**config.mk**
```make
export PLATFORM = sky130hd
export DESIGN_NAME = chan_swz_unit
export DESIGN_NICKNAME = d
export VERILOG_FILES = /design/src/rtl/chan_swz_pkg.sv /design/src/rtl/chan_swz_mode_sel.sv /design/src/rtl/chan_swz_xor.sv /design/src/rtl/chan_swz_stage.sv /design/src/rtl/chan_swz_unit.sv
export SDC_FILE = /design/constraint.sdc
export NUM_CORES = 1
export LEC_CHECK = 0
export ABC_CLOCK_PERIOD_IN_PS = 2300
export BUFFER_PORTS_ARGS = -buffer_cell sky130_fd_sc_hd__buf_4
export CORE_AREA = 2 2 63 65
export DETAILED_ROUTE_END_ITERATION = 12
export DIE_AREA = 0 0 65 67
export GPL_TIMING_DRIVEN = 0
export PLACE_DENSITY = 0.87
export RECOVER_POWER = 50
export SLEW_MARGIN = 10
export SYNTH_ARGS = -nofsm -noshare
export SYNTH_HDL_FRONTEND = slang
export SYNTH_SLANG_ARGS = --single-unit
```
**constraint.sdc**
```tcl
create_clock -name clk -period 2.3 [get_ports clk]
set_clock_uncertainty 0.1 [all_clocks]
set_input_delay 0.115 -clock clk [delete_from_list [all_inputs] [get_ports clk]]
set_output_delay 0.115 -clock clk [all_outputs]
set_load 0.05 [all_outputs]
```
**src/rtl/chan_swz_pkg.sv**
```systemverilog
package chan_swz_pkg;
  typedef enum logic [2:0] {
    SWZ_NONE      = 3'd0,
    SWZ_B9        = 3'd1,
    SWZ_B9_B10    = 3'd2,
    SWZ_B9_B11    = 3'd3,
    SWZ_B9_B10_11 = 3'd4,
    SWZ_B9_B17    = 3'd5,
    SWZ_B9_B10_17 = 3'd6
  } swz_mode_e;

  localparam int ARR_LSB      = 0;
  localparam int XOR_OFF_BIT  = 2;
  localparam int XOR_HI_BIT   = 3;
  localparam int AMBIG_BIT    = 4;
  localparam int CFG_MIN_W    = 5;
  localparam int ADDR_MIN_W   = 18;

  localparam logic [1:0] ARR_SINGLE = 2'd0;
  localparam logic [1:0] ARR_ASYM   = 2'd1;
  localparam logic [1:0] ARR_INTLV  = 2'd2;
endpackage

```
**src/rtl/chan_swz_mode_sel.sv**
```systemverilog
module chan_swz_mode_sel
  import chan_swz_pkg::*;
#(
  parameter int CFG_W = 8
) (
  input  logic             clk,
  input  logic             rst,
  input  logic [CFG_W-1:0] cfg_word,
  output swz_mode_e        mode_x_q,
  output swz_mode_e        mode_y_q,
  output logic             pin_q
);
  swz_mode_e  nx, ny;
  logic       npin;
  logic [1:0] arr;
  logic       unread;

  assign arr    = cfg_word[ARR_LSB +: 2];
  assign unread = &cfg_word;

  always_comb begin
    nx   = SWZ_NONE;
    ny   = SWZ_NONE;
    npin = 1'b0;
    if (unread || cfg_word[AMBIG_BIT]) begin
      npin = 1'b1;
    end else begin
      case (arr)
        ARR_SINGLE, ARR_ASYM: begin
          nx = SWZ_NONE;
          ny = SWZ_NONE;
        end
        ARR_INTLV: begin
          if (cfg_word[XOR_OFF_BIT]) begin
            nx = SWZ_B9_B10;
            ny = SWZ_B9;
          end else if (cfg_word[XOR_HI_BIT]) begin
            nx = SWZ_B9_B10_17;
            ny = SWZ_B9_B17;
          end else begin
            nx = SWZ_B9_B10_11;
            ny = SWZ_B9_B11;
          end
        end
        default: npin = 1'b1;
      endcase
    end
  end

  always_ff @(posedge clk) begin
    if (rst) begin
      mode_x_q <= SWZ_NONE;
      mode_y_q <= SWZ_NONE;
      pin_q    <= 1'b0;
    end else begin
      mode_x_q <= nx;
      mode_y_q <= ny;
      pin_q    <= npin;
    end
  end

  initial begin
    if (CFG_W < CFG_MIN_W) $error("CFG_W too small");
  end


  pin_none_chk: assert property (@(posedge clk) disable iff (rst)
    pin_q |-> (mode_x_q == SWZ_NONE && mode_y_q == SWZ_NONE));


  unread_pin_chk: assert property (@(posedge clk) disable iff (rst)
    (!$past(rst) && $past(&cfg_word)) |-> pin_q);


  y_family_chk: assert property (@(posedge clk) disable iff (rst)
    mode_y_q inside {SWZ_NONE, SWZ_B9, SWZ_B9_B11, SWZ_B9_B17});


  x_family_chk: assert property (@(posedge clk) disable iff (rst)
    mode_x_q inside {SWZ_NONE, SWZ_B9_B10, SWZ_B9_B10_11, SWZ_B9_B10_17});
endmodule

```
**src/rtl/chan_swz_xor.sv**
```systemverilog
module chan_swz_xor
  import chan_swz_pkg::*;
#(
  parameter int ADDR_W = 32
) (
  input  logic [ADDR_W-1:0] addr_i,
  input  swz_mode_e         mode_i,
  output logic [ADDR_W-1:0] addr_o
);
  logic use9, use10, use11, use17, flip;

  always_comb begin
    use9  = (mode_i != SWZ_NONE);
    use10 = mode_i inside {SWZ_B9_B10, SWZ_B9_B10_11, SWZ_B9_B10_17};
    use11 = mode_i inside {SWZ_B9_B11, SWZ_B9_B10_11};
    use17 = mode_i inside {SWZ_B9_B17, SWZ_B9_B10_17};
    flip  = (use9  & addr_i[9])  ^ (use10 & addr_i[10]) ^
            (use11 & addr_i[11]) ^ (use17 & addr_i[17]);
    addr_o    = addr_i;
    addr_o[6] = addr_i[6] ^ flip;
  end

  initial begin
    if (ADDR_W < ADDR_MIN_W) $error("ADDR_W too small");
  end
endmodule

```
**src/rtl/chan_swz_stage.sv**
```systemverilog
module chan_swz_stage #(
  parameter int ADDR_W = 32
) (
  input  logic              clk,
  input  logic              rst,
  input  logic              in_valid,
  output logic              in_ready,
  input  logic [ADDR_W-1:0] in_addr,
  input  logic              in_ytile,
  input  logic              in_moved,
  output logic              out_valid,
  input  logic              out_ready,
  output logic [ADDR_W-1:0] out_addr,
  output logic              out_ytile,
  output logic              out_moved
);
  assign in_ready = !out_valid || out_ready;

  always_ff @(posedge clk) begin
    if (rst) begin
      out_valid <= 1'b0;
      out_addr  <= '0;
      out_ytile <= 1'b0;
      out_moved <= 1'b0;
    end else if (in_ready) begin
      out_valid <= in_valid;
      if (in_valid) begin
        out_addr  <= in_addr;
        out_ytile <= in_ytile;
        out_moved <= in_moved;
      end
    end
  end


  stall_hold_chk: assert property (@(posedge clk) disable iff (rst)
    (out_valid && !out_ready) |=> (out_valid && $stable(out_addr) &&
                                   $stable(out_ytile) && $stable(out_moved)));


  accept_valid_chk: assert property (@(posedge clk) disable iff (rst)
    (in_valid && in_ready) |=> out_valid);
endmodule

```
**src/rtl/chan_swz_unit.sv**
```systemverilog
module chan_swz_unit
  import chan_swz_pkg::*;
#(
  parameter int ADDR_W = 32,
  parameter int CFG_W  = 8
) (
  input  logic              clk,
  input  logic              rst,
  input  logic [CFG_W-1:0]  cfg_word,
  output logic [2:0]        mode_x,
  output logic [2:0]        mode_y,
  output logic              pin_pages,
  input  logic              in_valid,
  output logic              in_ready,
  input  logic [ADDR_W-1:0] in_addr,
  input  logic              in_ytile,
  input  logic              in_rec_b17,
  output logic              out_valid,
  input  logic              out_ready,
  output logic [ADDR_W-1:0] out_addr,
  output logic              out_ytile,
  output logic              out_b17_moved
);
  swz_mode_e         mx_q, my_q, active_mode;
  logic [ADDR_W-1:0] swz_addr;
  logic              moved;

  chan_swz_mode_sel #(.CFG_W(CFG_W)) mode_sel_i (
    .clk(clk), .rst(rst), .cfg_word(cfg_word),
    .mode_x_q(mx_q), .mode_y_q(my_q), .pin_q(pin_pages)
  );

  assign mode_x      = mx_q;
  assign mode_y      = my_q;
  assign active_mode = in_ytile ? my_q : mx_q;
  assign moved       = in_addr[17] ^ in_rec_b17;

  chan_swz_xor #(.ADDR_W(ADDR_W)) xor_i (
    .addr_i(in_addr), .mode_i(active_mode), .addr_o(swz_addr)
  );

  chan_swz_stage #(.ADDR_W(ADDR_W)) stage_i (
    .clk(clk), .rst(rst),
    .in_valid(in_valid), .in_ready(in_ready),
    .in_addr(swz_addr), .in_ytile(in_ytile), .in_moved(moved),
    .out_valid(out_valid), .out_ready(out_ready),
    .out_addr(out_addr), .out_ytile(out_ytile), .out_moved(out_b17_moved)
  );


  passthru_chk: assert property (@(posedge clk) disable iff (rst)
    (in_valid && in_ready) |=>
      (out_addr[ADDR_W-1:7] == $past(in_addr[ADDR_W-1:7]) &&
       out_addr[5:0] == $past(in_addr[5:0])));


  none_same_chk: assert property (@(posedge clk) disable iff (rst)
    (in_valid && in_ready && active_mode == SWZ_NONE) |=>
      (out_addr == $past(in_addr)));


  moved_flag_chk: assert property (@(posedge clk) disable iff (rst)
    (in_valid && in_ready) |=>
      (out_b17_moved == ($past(in_addr[17]) ^ $past(in_rec_b17))));


  ytile_pass_chk: assert property (@(posedge clk) disable iff (rst)
    (in_valid && in_ready) |=> (out_ytile == $past(in_ytile)));
endmodule

```
; Yosys cells after proc, flatten, opt, wreduce, memory -nomap -nowiden
; Index checks and enable logic that the tools add are counted.
[word_totals]
ff_bits = 42
out_inout_bits = 43
elab_cells = 46
[classes]
n_bitwise = 10
eq_ne = 7
muxes = 7
reduce_logical = 13
[ops]
columns = cell, n
row1 = $eq 3x3->1 const B, 3
row2 = $reduce_and 8->1, 1
row3 = $eq 3x2->1 const B, 2
row4 = $mux 3, 2
row5 = $reduce_bool 3->1, 2
row6 = $reduce_or 3->1, 2
row7 = $xor 1x1->1, 5
row8 = $and 1x1->1, 4
row9 = $mux 2, 2
row10 = $reduce_bool 2->1, 2
row11 = $reduce_or 4->1, 1
row12 = $mux 1, 3
row13 = $eq 2x1->1 const B, 1
row14 = $eq 2x2->1 const B, 1
row15 = $logic_not 2->1, 1
row16 = $logic_or 1x1->1, 2
row17 = $reduce_and 2->1, 1
row18 = $logic_not 1->1, 1
row19 = $not 1->1, 1

; Depth between registers and ports, before layout
[depth]
word_depth = 8
depth_mapped = 6
ltp_nobuf = 5

; Hierarchy
; From an unflattened synthesis, not the netlist that was laid out.
[hier_totals]
hier_cells = 224
hier_area_um2 = 2212.1
[by_module_without_submodules]
columns = mod, area_per_inst_um2, cells_each, seq_area_each_um2, instances
row1 = chan_swz_stage, 1659.1, 160, 700.7, 1
row2 = chan_swz_xor, 324.1, 43, 0.0, 1
row3 = chan_swz_mode_sel, 186.4, 17, 120.1, 1
row4 = chan_swz_unit, 42.5, 4, 0.0, 1

; Worst setup path after synthesis
; OpenSTA, ideal clock, no wires.
[synth_timing]
kind = reg-to-reg
start = reg stage_i.out_valid
end = reg stage_i.out_moved
t_arrival_ns = 1.919
setup_ns = 0.086
path_stages_with_launch = 6
synth_period_minus_slack_ns = 2.104
path_slack_ns = 0.196
n_path_buf = 2
cell_sequence = dfxtp_1 > nand2b_1 > and2_1 > clkbuf_1 > clkbuf_1 > a211oi_1
[synth_between]
elab_chain_len = 3
[synth_lines]
columns = element, line_no
row1 = start: declaration, chan_swz_stage.sv:11  ; output logic out_valid,
row2 = start signal: assignment, chan_swz_stage.sv:26  ; out_valid <= in_valid;
row3 = $logic_not 1->1, chan_swz_stage.sv:17  ; assign in_ready = !out_valid || out_ready;
row4 = $logic_or 1x1->1, chan_swz_stage.sv:17
row5 = via in_ready, chan_swz_unit.sv:14  ; output logic in_ready,
row6 = $reduce_and 2->1 (no line), --
row7 = end signal: assignment, chan_swz_stage.sv:30  ; out_moved <= in_moved;
row8 = end: declaration, chan_swz_stage.sv:15  ; output logic out_moved
; The timed path passes the listed nets, and every way through them passes these cells.
; A chain may end at the register's enable or synchronous reset.

; Final worst setup path
[layout_timing]
start = reg mode_sel_i.mode_y_q[0]
end = reg stage_i.out_addr[6]
[layout_between]
elab_chain_len = 8
word_cells_on_any_way = 18
cone_classes = eq/ne: 5 / mux: 1 / bitwise: 8 / reduce/logical: 4
[layout_lines]
columns = element, line_no
row1 = start: declaration, chan_swz_mode_sel.sv:10  ; output swz_mode_e mode_y_q,
row2 = start signal: assignment, chan_swz_mode_sel.sv:57  ; mode_y_q <= ny;
row3 = $mux 3 (*), chan_swz_unit.sv:35  ; assign active_mode = in_ytile ? my_q : mx_q;
row4 = "$eq 3x2->1, or another cell as far along", chan_swz_xor.sv:14  ; use10 = mode_i inside {SWZ_B9_B10, SWZ_B9_B10_11, SWZ_B9_B10_17};
row5 = $reduce_bool 3->1, chan_swz_xor.sv:14
row6 = $and 1x1->1, chan_swz_xor.sv:17  ; flip = (use9 & addr_i[9]) ^ (use10 & addr_i[10]) ^
row7 = $xor 1x1->1 (2 in series), chan_swz_xor.sv:17
row8 = $xor 1x1->1 (*), chan_swz_xor.sv:18  ; (use11 & addr_i[11]) ^ (use17 & addr_i[17]);
row9 = $xor 1x1->1 (*), chan_swz_xor.sv:20  ; addr_o[6] = addr_i[6] ^ flip;
row10 = end signal: assignment, chan_swz_stage.sv:28  ; out_addr <= in_addr;
row11 = end: declaration, chan_swz_stage.sv:13  ; output logic [ADDR_W-1:0] out_addr,
; Mark *: on every way between the ends. The rest lies on a longest branch, timed or not.

==> results by group <==
Floorplan
  • Top Ports: 89
  • Die ar.: 0.00436 mm²
  • Core footprint: 0.00361 mm²
  • Row cnt: 22
  • Width of the chip: 65 µm
  • Starting Density: 42.9%
  • Die height: 67 µm

Power
  • Sequential fraction of design power: 43.8%
  • Logic pwr share: 22.5%
  • Final total power: 1.75 mW
  • Switch Pwr: 511 µW
  • Internal: 1.24 mW
  • Leakage Power: 1.08 nW
  • Worst VDD drop: 0.000464 V
  • Pwr/cell area: 680 mW/mm²
  • Clock share of power: 33.7%
  • Switching part of the total: 29.1%

Placement
  • Port Buffers: 83
  • HPWL Detailed: 2.83 mm
  • Pre-CTS setup slack: 0.498 ns
  • GP Congestion: 0.767
  • Placed cell areas: 0.00223 mm²
  • Placed cell count: 323

Critical path
  • CP Class: flop to flop
  • Cell Chain, Critical Path: or4b_1 > a31oi_1 > o211ai_1 > a211oi_1 > nand3b_1
  • CP max stage delay: 0.56 ns
  • Setup crit end kind: flop
  • Worst path arrival time: 1.97 ns
  • Worst endpoint required time: 2.43 ns
  • CP bufs+invs: 0
  • Max stage delay cell, worst path: or4b_1
  • Startpoint Class: flop
  • Critical Path Fanout Max: 6
  • CP delay by family, top: simple AND/OR/NAND/NOR gates

Synthesis
  • Area share of the largest cell type after synthesis: 53.0%
  • Synth Cell Area: 0.00155 mm²
  • Flops & latches, synth: 41
  • Area leader, netlist: dfxtp_1
  • Synth Net Count: 238
  • Synth Area per Inst: 8.06 µm²
  • Distinct cell type count after synthesis: 29
  • Post-synthesis sequential area ratio: 53.0%
  • Synth warn: 0
  • Ys flop type: dfxtp_1
  • Synth Instances: 192
  • EDFF count, synth: 0
  • Asr flop ratio synth: 0%
  • Top post-synthesis cells by area: dfxtp_1, nand2_1, a21oi_1

Global route
  • Pin count of the biggest net entering global routing: 13
  • Vias in the first global route: 1,658
  • Global route overflow: 0
  • First-pass GRT wire length: 7.28 mm
  • Initial antenna violation count: 0
  • Gr usage total: 21.9%

Cells and area
  • Post-layout nets: 366
  • Antenna cells: 0
  • Layout Cells excl Fill: 369
  • Fin area: 0.00258 mm²
  • FF+latch area: 821 µm²
  • Post-layout util: 71.6%
  • Synth-to-Final Area Change: 66.8%
  • Layout cells sized above 1: 17.8%
  • Fill count: 313
  • Multi-input gate area: 659 µm²

Timing
  • RSZ-0062 raised after global routing: false
  • Final worst-path cycle share: 80.1%
  • Worst rel slew slack: 58.1%
  • Smallest hold slack: 0.0183 ns
  • Post-layout minimum cycle time: 1.84 ns
  • Worst Tran Pin Value: 0.631 ns
  • Final Hold Fails: 0
  • Endpoints failing setup: 0
  • Max Slew Vio Count: 0
  • F_max: 543 MHz
  • Setup TNS: 0 ns
  • Setup ws final: 0.457 ns

Clock network
  • Clk pin slew, worst setup/hold paths: 0.07 ns
  • H-tree depth: 2
  • CTS tree: yes
  • Clock sink count: 41
  • Total CTS buffers: 5
  • Post-CTS Setup Bufs: 0
  • CTS Hold Bufs: 38
  • Clock latency at the later pin of the worst-skew pair: 0.29 ns
  • Post-CTS Resized: 0
  • Root Buffer: clkbuf_8
  • Bufs on Longest Clock Path: 2

Detailed routing
  • Total number of vias: 1,742
  • DRT antenna net count: 0
  • Wl on met1: 1.91 mm
  • Wire length on met3: 293 µm
  • Post-route DRC violation count: 0
  • Final wirelength: 4.55 mm
  • Met2 WL: 2.29 mm
  • DRT iter0 DRCs: 70
  • Top routing layer used: met4
  • Drt wl/cell: 12.3 µm
  • Vias per cell: 4.72
  • DRT Pass-1 Iters: 4

Job
  • MaxCap Viol Count: 0

Status
  • Status: finished clean

Hold path
  • Worst hold path class: input pin to flop
[path summary, 6_finish.rpt]
check                              start                   to  slack [ns]  cells past startpoint
setup reg to reg  mode_sel_i.mode_y_q[0]  stage_i.out_addr[6]        0.46                      5
hold / removal                  in_ytile    stage_i.out_ytile        0.02                      3
hold reg to reg      stage_i.out_addr[2]  stage_i.out_addr[2]        0.36                      2
setup / recovery  mode_sel_i.mode_y_q[0]  stage_i.out_addr[6]        0.46                      5
[cell type report]
type	instances	area share, %
Buffer	12	1.89
Clock buffer	7	3.34
Clock inverter	1	1.16
Inverter	5	0.727
Multi-Input combinational cell	134	25.5
Sequential cell	41	31.8
Tap cell	48	2.33
Timing Repair Buffer	121	33.2
[synth_stat cells, drive strengths merged, types with 2 or more instances]
cell type and number:
clkbuf 10, and2 3, inv 5, o211ai 3, nor2 2, buf 2, nand2 66, dfxtp 41
nand3b 2, nor2b 2, a211oi 2, a211o 2, a21oi 37
[state kept, by name, indices dropped and copies added, names as in the netlist]
name and flops:
mode_sel_i.mode_y_q 3, stage_i.out_moved 1, stage_i.out_valid 1, stage_i.out_ytile 1
mode_sel_i.mode_x_q 2, stage_i.out_addr 32, mode_sel_i.pin_q 1
[per-layer routing]
metal,global-route usage (%),up-vias
met3,6.93,6
met4,6.91,0
li1,-,887
met2,40.3,64
met1,23.8,785
met5,0,-
[power by group through the flow]
stage	clock [mW]	sequential [mW]	combinational [mW]
floorplan	0	0.922	0.0931
global placement	0	0.784	0.370
detailed placement	0	0.786	0.374
CTS	0.605	0.769	0.425
global route	0.640	0.772	0.424
finish	0.592	0.768	0.395
[logic make-up (layout without fill, tap and decap cells)]
logic type | after synthesis | in the layout | synth area share [%]
compound gates | 48 | 48 | 17.4
xor+xnor | 1 | 1 | 0.566
buf+inv | 17 | 146 | 4.37
flops | 41 | 41 | 53.0
mux | 1 | 1 | 0.728
other cells | 1 | 1 | 0.242
simple gates | 83 | 83 | 23.7
[worst min-delay path, cell delays in order]
cell and delay, ns:
buf_4 0.14, nand2_1 0.06, a21oi_1 0.05
[layout by cell type (no fill, tap or decap), types with 2 or more instances in the layout]
| cell | count |
|---|---|
| nor2_1 | 2 |
| inv_1 | 5 |
| a211o_1 | 2 |
| a21oi_1 | 37 |
| clkbuf_1 | 51 |
| buf_4 | 45 |
| and2_1 | 3 |
| a211oi_1 | 2 |
| clkbuf_8 | 6 |
| nand3b_1 | 2 |
| dlygate4sd3_1 | 38 |
| nor2b_1 | 2 |
| nand2_1 | 66 |
| dfxtp_1 | 41 |
| o211ai_1 | 3 |
(Power assumes the default switching activity.)
